`src/rtl/ser_tx_pkg.sv`:
```
package ser_tx_pkg;
    typedef struct packed {
        logic sync_mode;
        logic ext_clk;
        logic irq_on_done;
    } tx_cfg_t;
endpackage

```
`src/rtl/ser_tx_clk.sv`:
```
module ser_tx_clk #(
    parameter int SYNC_STAGES = 2
) (
    input  logic clk,
    input  logic rst_n,
    input  logic sclk_in,
    input  logic baud_tick,
    input  logic use_ext,
    output logic sh_tick,
    output logic sclk_lvl
);
    localparam int CW = SYNC_STAGES + 1;

    typedef struct packed {
        logic [CW-1:0] chain;
    } clk_st_t;

    clk_st_t st_d, st_q;
    logic    fall;

    always_comb begin
        st_d       = st_q;
        st_d.chain = {st_q.chain[CW-2:0], sclk_in};
        sclk_lvl   = st_q.chain[SYNC_STAGES-1];
        fall       = st_q.chain[SYNC_STAGES] & ~st_q.chain[SYNC_STAGES-1];
        sh_tick    = use_ext ? fall : baud_tick;
    end

    always_ff @(posedge clk or negedge rst_n) begin
        if (!rst_n) st_q <= '{chain: '1};
        else        st_q <= st_d;
    end
endmodule

```
`src/rtl/ser_tx_shift.sv`:
```
module ser_tx_shift #(
    parameter int DATA_W = 8
) (
    input  logic              clk,
    input  logic              rst_n,
    input  logic              clr,
    input  logic              load,
    input  logic [DATA_W-1:0] ld_data,
    input  logic              sync_mode,
    input  logic              tick,
    output logic              busy,
    output logic              line,
    output logic              frame_end,
    output logic              first_tick
);
    localparam int FW = DATA_W + 2;
    localparam int CW = $clog2(FW + 1);

    typedef struct packed {
        logic [FW-1:0] sh;
        logic [CW-1:0] cnt;
        logic          busy;
        logic          line;
    } sh_st_t;

    sh_st_t        st_d, st_q;
    logic [CW-1:0] nbits;

    always_comb begin
        st_d       = st_q;
        frame_end  = 1'b0;
        first_tick = 1'b0;
        nbits      = sync_mode ? CW'(DATA_W) : CW'(FW);
        if (clr) begin
            st_d.sh   = '1;
            st_d.cnt  = '0;
            st_d.busy = 1'b0;
            st_d.line = 1'b1;
        end else if (load && !st_q.busy) begin
            st_d.sh   = sync_mode ? {2'b11, ld_data} : {1'b1, ld_data, 1'b0};
            st_d.cnt  = '0;
            st_d.busy = 1'b1;
            st_d.line = 1'b1;
        end else if (st_q.busy && tick) begin
            if (st_q.cnt == nbits) begin
                st_d.busy = 1'b0;
                st_d.line = 1'b1;
                frame_end = 1'b1;
            end else begin
                first_tick = (st_q.cnt == '0);
                st_d.line  = st_q.sh[0];
                st_d.sh    = {1'b1, st_q.sh[FW-1:1]};
                st_d.cnt   = st_q.cnt + 1'b1;
            end
        end
        busy = st_q.busy;
        line = st_q.line;
    end

    always_ff @(posedge clk or negedge rst_n) begin
        if (!rst_n) st_q <= '{sh: '1, cnt: '0, busy: 1'b0, line: 1'b1};
        else        st_q <= st_d;
    end
endmodule

```
`src/rtl/ser_tx_top.sv`:
```
module ser_tx_top #(
    parameter int DATA_W      = 8,
    parameter int SYNC_STAGES = 2
) (
    input  logic              clk,
    input  logic              rst_n,
    input  logic              baud_tick,
    input  logic              sclk_in,
    input  logic              en_wr,
    input  logic              en_tx,
    input  logic              en_rx,
    input  logic              en_pin,
    input  logic              cfg_wr,
    input  logic              cfg_sync,
    input  logic              cfg_ext,
    input  logic              cfg_irq_done,
    input  logic              buf_wr,
    input  logic [DATA_W-1:0] buf_data,
    input  logic              irq_clr,
    input  logic              port_out,
    output logic              txd,
    output logic              buf_empty,
    output logic              shift_done,
    output logic              irq_req,
    output logic              proto_err
);
    import ser_tx_pkg::*;

    typedef struct packed {
        logic              tx_en;
        logic              rx_en;
        logic              pin_en;
        tx_cfg_t           cfg;
        logic [DATA_W-1:0] hold;
        logic              pend;
        logic              empty;
        logic              done;
        logic              irq;
        logic              perr;
    } top_st_t;

    top_st_t st_d, st_q;

    logic tx_rise, tx_fall, wr_ok, load, sh_clr, ext_mode;
    logic sh_tick, sclk_lvl, sh_busy, sh_line, frame_end, first_tick;
    logic be_rise, sd_rise, irq_set;
    logic tx_en_w;

    ser_tx_clk #(.SYNC_STAGES(SYNC_STAGES)) u_clk (
        .clk      (clk),
        .rst_n    (rst_n),
        .sclk_in  (sclk_in),
        .baud_tick(baud_tick),
        .use_ext  (ext_mode),
        .sh_tick  (sh_tick),
        .sclk_lvl (sclk_lvl)
    );

    ser_tx_shift #(.DATA_W(DATA_W)) u_shift (
        .clk       (clk),
        .rst_n     (rst_n),
        .clr       (sh_clr),
        .load      (load),
        .ld_data   (st_q.hold),
        .sync_mode (st_q.cfg.sync_mode),
        .tick      (sh_tick),
        .busy      (sh_busy),
        .line      (sh_line),
        .frame_end (frame_end),
        .first_tick(first_tick)
    );

    always_comb begin
        st_d     = st_q;
        ext_mode = st_q.cfg.sync_mode & st_q.cfg.ext_clk;
        tx_rise  = en_wr & en_tx & ~st_q.tx_en;
        tx_fall  = en_wr & ~en_tx & st_q.tx_en;
        wr_ok    = buf_wr & st_q.tx_en & ~tx_fall;
        load     = st_q.tx_en & st_q.pend & ~sh_busy & ~tx_fall;
        sh_clr   = ~st_q.tx_en | tx_fall;

        if (en_wr) begin
            st_d.tx_en  = en_tx;
            st_d.rx_en  = en_rx;
            st_d.pin_en = en_pin;
        end
        if (cfg_wr && !st_q.tx_en && !st_q.rx_en) begin
            st_d.cfg.sync_mode   = cfg_sync;
            st_d.cfg.ext_clk     = cfg_ext;
            st_d.cfg.irq_on_done = cfg_irq_done;
        end

        if (load) begin
            st_d.pend  = 1'b0;
            st_d.empty = 1'b1;
        end
        if (wr_ok) begin
            st_d.hold  = buf_data;
            st_d.pend  = 1'b1;
            st_d.empty = 1'b0;
        end
        if (frame_end)  st_d.done = 1'b1;
        if (first_tick) st_d.done = 1'b0;

        if (tx_fall) begin
            st_d.pend  = 1'b0;
            st_d.empty = 1'b0;
            st_d.done  = 1'b0;
        end
        if (tx_rise) begin
            st_d.empty = 1'b1;
            st_d.done  = 1'b1;
        end

        be_rise = st_d.empty & ~st_q.empty;
        sd_rise = st_d.done & ~st_q.done;
        irq_set = tx_rise | (st_q.cfg.irq_on_done ? sd_rise : be_rise);
        if (irq_set)      st_d.irq = 1'b1;
        else if (irq_clr) st_d.irq = 1'b0;

        st_d.perr = ext_mode & ~sclk_lvl & ((buf_wr & st_q.tx_en) | tx_rise);
    end

    always_ff @(posedge clk or negedge rst_n) begin
        if (!rst_n) st_q <= '0;
        else        st_q <= st_d;
    end

    assign tx_en_w    = st_q.tx_en;
    assign txd        = st_q.pin_en ? sh_line : port_out;
    assign buf_empty  = st_q.empty;
    assign shift_done = st_q.done;
    assign irq_req    = st_q.irq;
    assign proto_err  = st_q.perr;
endmodule

```
`config.mk`:
```
export PLATFORM = sky130hd
export DESIGN_NAME = ser_tx_top
export DESIGN_NICKNAME = d
export VERILOG_FILES = /design/src/rtl/ser_tx_pkg.sv /design/src/rtl/ser_tx_clk.sv /design/src/rtl/ser_tx_shift.sv /design/src/rtl/ser_tx_top.sv
export SDC_FILE = /design/constraint.sdc
export NUM_CORES = 1
export LEC_CHECK = 0
export BUFFER_PORTS_ARGS = -buffer_cell sky130_fd_sc_hd__buf_2
export CAP_MARGIN = 15
export CORE_UTILIZATION = 30
export CTS_BUF_LIST = sky130_fd_sc_hd__clkbuf_16
export DETAILED_ROUTE_END_ITERATION = 12
export GPL_TIMING_DRIVEN = 1
export PLACE_DENSITY_LB_ADDON = 0.08
export SYNTH_ARGS = -nofsm -noshare
export SYNTH_HDL_FRONTEND = slang
export SYNTH_SLANG_ARGS = --single-unit
```
`constraint.sdc`:
```
create_clock -name clk -period 2.25 [get_ports clk]
set_clock_uncertainty 0.1 [all_clocks]
set_input_delay 0.225 -clock clk [delete_from_list [all_inputs] [get_ports clk]]
set_output_delay 0.225 -clock clk [all_outputs]
set_load 0.01 [all_outputs]
```
## Word level (Yosys, flattened, before mapping)

Index checks and enable logic that the tools add are counted.

| storage, ports and cells | value |
|---|---|
| register bits after elaboration | 38 |
| word-level logic and storage cells | 86 |

| cells by class | value |
|---|---|
| add/sub/neg operators | 1 |
| equal/unequal tests | 2 |
| muxes and demuxes | 27 |
| bitwise logic cells | 25 |
| reductions and logical operators | 14 |

Operators with widths:

| kind | number |
|---|---|
| $mux 16 | 3 |
| $mux 1 | 17 |
| $and 1x1->1 | 15 |
| $mux 14 | 1 |
| $mux 9 | 1 |
| $reduce_bool 3->1 | 3 |
| $mux 2 | 4 |
| $not 1->1 | 7 |
| $add 4x1->4 const B | 1 |
| $eq 4x4->1 | 1 |
| $logic_and 1x1->1 | 4 |
| $logic_not 4->1 | 1 |
| $reduce_and 2->1 | 2 |
| $logic_not 1->1 | 3 |
| $mux 3 | 1 |
| $ne 3x2->1 const B | 1 |
| $or 1x1->1 | 3 |
| $reduce_bool 2->1 | 1 |

## Depth between registers and ports, before layout

Gate-level depths: netlist (run 1).

| depth | value |
|---|---|
| depth in word-level cells | 16 |
| depth in mapped cells | 5 |
| depth with buffers taken out | 4 |

## Hierarchy

Synthesis (run 1) repeated with hierarchy kept, for this count alone.

| second synthesis, totals | value |
|---|---|
| cells, all modules | 166 |
| area, all modules | 1,889.3 um2 |

By module, submodules not included:

| module | instances | cells each | area each (um2) | seq. area each (um2) |
|---|---|---|---|---|
| ser_tx_shift | 1 | 96 | 969.7 | 387.9 |
| ser_tx_top | 1 | 64 | 824.5 | 475.5 |
| ser_tx_clk | 1 | 6 | 95.1 | 78.8 |

## Least setup slack after synthesis (run 1)

No wires, ideal clock.

| timing | value |
|---|---|
| kind | reg2reg |
| start | register st_q[15] in the netlist's numbering |
| end | register u_shift.st_q[4] in the netlist's numbering |
| setup time | 0.087 ns |
| data arrival time | 1.457 ns |
| required time | 2.063 ns |
| path slack | 0.606 ns |
| cell stages (with the launch flop) | 6 |
| path buffers | 1 |
| cells stage by stage | dfrtp_1 > xor2_1 > and3_1 > buf_2 > or4_1 > a211oi_2 |

| on the way | value |
|---|---|
| word-level cells in the longest chain between the ends | 5 |

Ends and longest elaborated chain:

| item | line | RTL |
|---|---|---|
| from (decl) | ser_tx_top.sv:42 | `top_st_t st_d, st_q;` |
| from (signal assigned) | ser_tx_top.sv:126 | `else st_q <= st_d;` |
| branches (longest 4 deep; another with $eq 4x4->1) | -- |  |
| $reduce_and 2->1 (no source line) * | -- |  |
| to (signal assigned) | ser_tx_shift.sv:61 | `if (!rst_n) st_q <= '{sh: '1, cnt: '0, busy: 1'b0, line: 1'b1};` |
| to (signal assigned) | ser_tx_shift.sv:62 | `else st_q <= st_d;` |
| to (decl) | ser_tx_shift.sv:26 | `sh_st_t st_d, st_q;` |

Mark *: on every way between the ends.
A chain may end at the register's enable or synchronous reset.

## Worst setup path in the final report (run 1)

| timing | value |
|---|---|
| start | register u_clk.st_q[2] in the netlist's numbering |
| end | register u_shift.st_q[4] in the netlist's numbering |

| on the way | value |
|---|---|
| word-level cells in the longest chain between the ends | 5 |

Ends and longest elaborated chain:

| item | line | RTL |
|---|---|---|
| from (decl) | ser_tx_clk.sv:18 | `clk_st_t st_d, st_q;` |
| from (signal assigned) | ser_tx_clk.sv:30 | `if (!rst_n) st_q <= '{chain: '1};` |
| from (signal assigned) | ser_tx_clk.sv:31 | `else st_q <= st_d;` |
| $and 1x1->1 | ser_tx_clk.sv:25 | `fall = st_q.chain[SYNC_STAGES] & ~st_q.chain[SYNC_STAGES-1];` |
| $mux 1 | ser_tx_clk.sv:26 | `sh_tick = use_ext ? fall : baud_tick;` |
| $logic_and 1x1->1 | ser_tx_shift.sv:44 | `end else if (st_q.busy && tick) begin` |
| $reduce_bool 3->1 (no source line) | -- |  |
| $reduce_and 2->1 (no source line) | -- |  |

No other way between the ends.

==> metrics, run 1 <==
status=finished, final reports clean; setup ws final=a little under 0.5 ns; Mapped Cells=approximately 170; CP Cell Sequence=and4b_1 > o21ai_2 > or4_1 > a211oi_2; max_slew headroom=45.7%; power per cell area=860 nW/µm²; layout cell share with drive strength beyond 1=around two fifths; top_reg_cell synth=dfrtp_1; mean post-synth cell area=10.8 µm²; DR vias/cell=about 5; DRC=0; WL/cell=14.7 µm; post-place setup slack=0.494 ns; Hold WS=0.0725 ns; Setup Buffers After CTS=0; Ys Warns=0; GRT Overall Usage=14.2%; worst-skew pair later-pin latency=0.28 ns; number of synthesized flops with an enable pin=0; crit path kind=flop to flop; CTS H-tree depth=2; Seq cells post-synth=37; Max stage delay on crit path=0.52 ns; # IOs=28; Nets=225; required time worst endpoint=approximately 2.4 ns; post-synthesis adder-cell area fraction=~1.4%; dominant cells by area after synthesis=dfrtp_1 33%, dfstp_2 19%, mux2_2 13%; Vias=between 1,000 and 1,500; Core Util, Final=39.1%; dpl hpwl=about 2.9 mm; Final Slew Violations=0; Yosys top cell area share=33.4%; CTS root buf=clkbuf_16; Die X=79.5 µm; DR iter-0 viols=83; RSZ-0062 raised after global routing=false; Worst-path clk slew=0.06 ns; final period utilization=78.0%; Final Hold Viols=0; Max Fclk=569 MHz; area grow syn2layout=22.7%; Tmin final=1.76 ns; top cell type by total area after synthesis=dfrtp_1; Sum Neg Setup Slack=0 ns; P_leak=0.000926 µW; VDD IR max=0.000518 V; Die H=approximately 80 µm; largest family of logic cells by synthesized area=compound AO/OA/AOI/OAI gates; Clock Tree Buf Depth=2; synthesized area=1800 µm²; area of the multi-input gates=roughly 800 µm²; Slowest-stage cell, CP=or4_1; vias in the first global route=roughly 1,400; count of different cell masters after synthesis=35; part of the Yosys area used for sequential elements=52.3%; grt total ovfl=0; Num CTS Buffers=5; Core ar.=5640 µm²; pin count of the biggest net entering global routing=38; max-capacitance violation count=0; Total Wirelength=between 4 and 5 mm; die area=about 6300 µm²; async set-reset flop share out of synthesis=100%; xor/xnor share of the synthesized area=0.486%; FP Rows=27; syn_nets=191; slew of the pin with the lowest slew margin=0.815 ns; I/O Buffers=27; design area=2210 µm²; crit-path max FO=9; endpoint type of the worst setup path=flop; Simple-Gate Fraction of Synth Area=13.3%; Cell Area, Placed=between 2000 and 2500 µm²; clk sinks=37; Placer Congestion=~0.80; mux contribution to synthesized area=approximately an eighth; post-synthesis compound-gate area fraction=16.0%; final antenna-violating net count=0; Setup crit start kind=flop; initial antenna violation count=0; FF/Latch Area=942 µm²; crit path DAT=1.85 ns; TritonCTS clock tree=done; worst hold path type=input pin to flop; first-pass GRT wire length=6.85 mm; fill count=~560; ant diodes=0; Starting Density=31.9%; Pre-antenna DRT Iters=4; final-report setup violation count=0
-- synthesized netlist by cell type, drive strengths merged (4+ instances only) --
| cell | instances |
|---|---|
| dfrtp | 24 |
| mux2 | 21 |
| a21oi | 15 |
| dfstp | 13 |
| nand2 | 12 |
| nand3 | 11 |
| o211ai | 10 |
| o21ai | 7 |
| a211oi | 6 |
| clkbuf | 6 |
| inv | 6 |
| nor2 | 4 |
| nor3 | 4 |
-- kinds of logic (layout without fill, tap and decap cells) --
kind of cell    Yosys count  count (layout)
compound gates           44              44
buf+inv                  15              50
mux                      21              21
simple gates             46              46
flops                    37              37
fa+ha+maj                 2               2
xor+xnor                  1               1
-- per-stage QoR --
stage,power [µW],std cells
2_1_floorplan,1080,166
3_3_place_gp,1220,263
5_1_grt,2000,273
3_5_place_dp,1220,263
4_1_cts,1930,273
6_report,1900,273
-- where the power goes --
part,total [µW],switching (µW),leakage [µW],internal [µW]
clock,689,279,0.0000621,410
combinational,361,179,0.000429,182
sequential,848,74.1,0.000435,774
total,1900,533,0.000926,1370
-- cell type report --
| class | instances | share of cell area, % |
|---|---|---|
| Inverter | 6 | 1.02 |
| Timing Repair Buffer | 36 | 9.41 |
| Clock inverter | 3 | 1.02 |
| Clock buffer | 5 | 5.67 |
| Sequential cell | 37 | 42.7 |
| Tap cell | 72 | 4.08 |
| Multi-Input combinational cell | 114 | 36.1 |
-- state kept, by name, summed over array words and instances (netlist names) --
name          cells
st_q             14
u_shift.st_q     13
u_clk.st_q        3
buf_empty         1
irq_req           1
proto_err         1
shift_done        1
tx_en_w           1
u_shift.busy      1
u_shift.line      1
-- per-layer routing --
layer  track usage, %  vias up  routed length [µm]
met1             18.0      649                1870
met2             22.7       31                1910
met4             6.36        0                  63
met5                0        -                   0
met3             3.43        5                 173
li1                 -      677                   -
-- cell usage in the layout, fill, tap and decap left out, types with 2 or more instances in the layout --
master	n
buf_2	27
nor3_1	4
dlygate4sd3_1	2
o211ai_1	10
mux2_2	21
clkinvlp_4	3
nand2b_1	3
and3_1	3
buf_4	7
o21ai_1	2
ha_1	2
nor2_1	4
nand2_1	12
dfstp_2	13
a211oi_1	5
clkbuf_16	5
dfrtp_1	24
nand3_1	11
and2_1	2
inv_1	6
a21oi_1	15
o21ai_0	4
-- worst max-delay path, delay by kind of cell (launching register included) --
kind	cells	cell delay, ns
compound gates	2	0.31
flops	1	0.51
simple gates	2	0.74
-- worst paths after layout --
kind	cells after the start	slack [ns]	startpoint	endpoint
max	4	0.49	u_clk.st_q[2]	u_shift.st_q[4]
min reg2reg	0	0.26	u_clk.st_q[0]	u_clk.st_q[1]
max reg2reg	4	0.49	u_clk.st_q[2]	u_shift.st_q[4]
max in group asynchronous	2	1.06	rst_n	st_q[10]
min	2	0.07	cfg_sync	st_q[15]
min in group asynchronous	2	0.48	rst_n	buf_empty
-- timing repair --
item,4_1_cts,5_1_grt
hold buffers,2,0
hold endpoints to repair,25,0
resized for setup,0,0
Power figures use the tool's default switching activity.
==> run 2: changes to the inputs <==
==> constraint.sdc (replaced) <==
create_clock -name clk -period 1.85 [get_ports clk]
set_clock_uncertainty 0.1 [all_clocks]
set_input_delay 0.185 -clock clk [delete_from_list [all_inputs] [get_ports clk]]
set_output_delay 0.185 -clock clk [all_outputs]
set_load 0.01 [all_outputs]
==> run 2 against run 1 <==
Effect of this change: clock power is 18% higher; die area stayed put; global-route usage is 0.62 points higher; via count is 5.4% higher; critical path depth is 2 higher; critical endpoint is now u_shift.st_q[6]; largest power group unchanged.
==> metrics, run 2 (same netlist as run 1, synthesis figures left out) <==
Biggest register=st_q; Setup crit start kind=flop; die area=6320 µm²; largest registers=st_q (14), u_shift.st_q (13), u_clk.st_q (3); DR iter-0 viols=84; dpl cells=271; cell mode on critical path=buf_4; Clock Tree Buf Depth=2; Hold WS=about 0.033 ns; Vias=roughly 1,400; CTS root buf=clkbuf_16; I/O Buffers=27; DRC=0; vias in the first global route=1,461; Final Slew Violations=0; worst hold path type=input pin to flop; post-cts gate resize count=0; grt total ovfl=0; max FFs per register=14; Sum Neg Setup Slack=0 ns; Tot Pwr=2300 µW; worst-skew pair later-pin latency=about 0.28 ns; Core ar.=5640 µm²; DR vias/cell=5.11; initial antenna violation count=0; slew of the pin with the lowest slew margin=0.567 ns; CP bufs+invs=2; dpl hpwl=3.02 mm; power per cell area=1020 nW/µm²; Max stage delay on crit path=0.53 ns; crit path kind=flop to flop; crit-path max FO=8; final period utilization=90.0%; Die H=roughly 79 µm; Largest delay share family, worst path=flip-flops; pin count of the biggest net entering global routing=25; endpoint type of the worst setup path=flop; required time worst endpoint=1.95 ns; final antenna-violating net count=0; hold buffer count at cts=2; Max Fclk=601 MHz; Final Hold Viols=0; CTS H-tree depth=2; Pre-antenna DRT Iters=4; setup ws final=0.185 ns; Worst-path clk slew=0.06 ns; Num CTS Buffers=5; Placer Congestion=just under 0.8; max_slew headroom=62.2%; clk sinks=37; CP Cell Sequence=and4b_1 > o21ai_2 > buf_4 > nor2_1 > buf_4 > a211oi_1; crit path DAT=1.76 ns; VDD IR max=0.000528 V; most frequent cells in the layout=27 x buf_2, 24 x dfrtp_1, 21 x mux2_2; max-capacitance violation count=0; TritonCTS clock tree=done; fin cells=around 280; FP Rows=27; # IOs=28; first-pass GRT wire length=7.10 mm; GRT Overall Usage=around 15%; layout cell share with drive strength beyond 1=between 40% and 50%; Total Wirelength=4.12 mm; Tmin final=1.67 ns; post-place setup slack=0.188 ns; status=finished, final reports clean; P_leak=between 0.0009 and 0.001 µW; RSZ-0062 raised after global routing=false; Nets=233; most common cell after layout, fill and taps aside=buf_2; final-report setup violation count=0; WL/cell=about 15 µm; Setup Buffers After CTS=0; Slowest-stage cell, CP=dfstp_2; ant diodes=0; Starting Density=31.9%; area grow syn2layout=25.5%; Die X=79.5 µm
run 2: final timing paths:
| path | slack [ns] | to | depth (start not counted) | from |
|---|---|---|---|---|
| worst max-delay path | 0.18 | u_shift.st_q[6] | 6 | u_clk.st_q[1] |
| worst min-delay path | 0.03 | st_q[8] | 2 | buf_data[3] |
| worst max register to register | 0.18 | u_shift.st_q[6] | 6 | u_clk.st_q[1] |
| worst min register to register | 0.26 | u_clk.st_q[1] | 0 | u_clk.st_q[0] |
| max in group asynchronous | 0.69 | u_shift.st_q[13] | 3 | rst_n |
| min in group asynchronous | 0.33 | tx_en_w | 2 | rst_n |
run 2: final cells by class:
cell class	count	area [µm²]
clock inverters	3	13.8
multi-input cells	114	798
clock buffers	5	125
well taps	72	90.1
flip-flops and latches	37	942
repair buffers	44	268
fillers	572	3380
inverters	6	22.5
run 2: per-stage QoR:
stage	utilization (%)	instance area, µm²
final	40.1	2260
after global routing	40.1	2260
after CTS	40.1	2260
after detailed placement	37.2	2100
after global placement	37.2	2100
after floorplan	-	1800
run 2: where the power goes:
group	internal [µW]	switching (µW)	total (µW)
logic	236	218	453
clock network	489	321	810
registers	942	89.8	1030
run 2: metal layers:
metal	part of all wire, %	up-vias	GRT usage, %
met5	0	-	0
met4	0.97	0	4.73
met3	5.7	4	4.80
met2	47	33	23.7
met1	47	705	18.8
li1	-	693	-
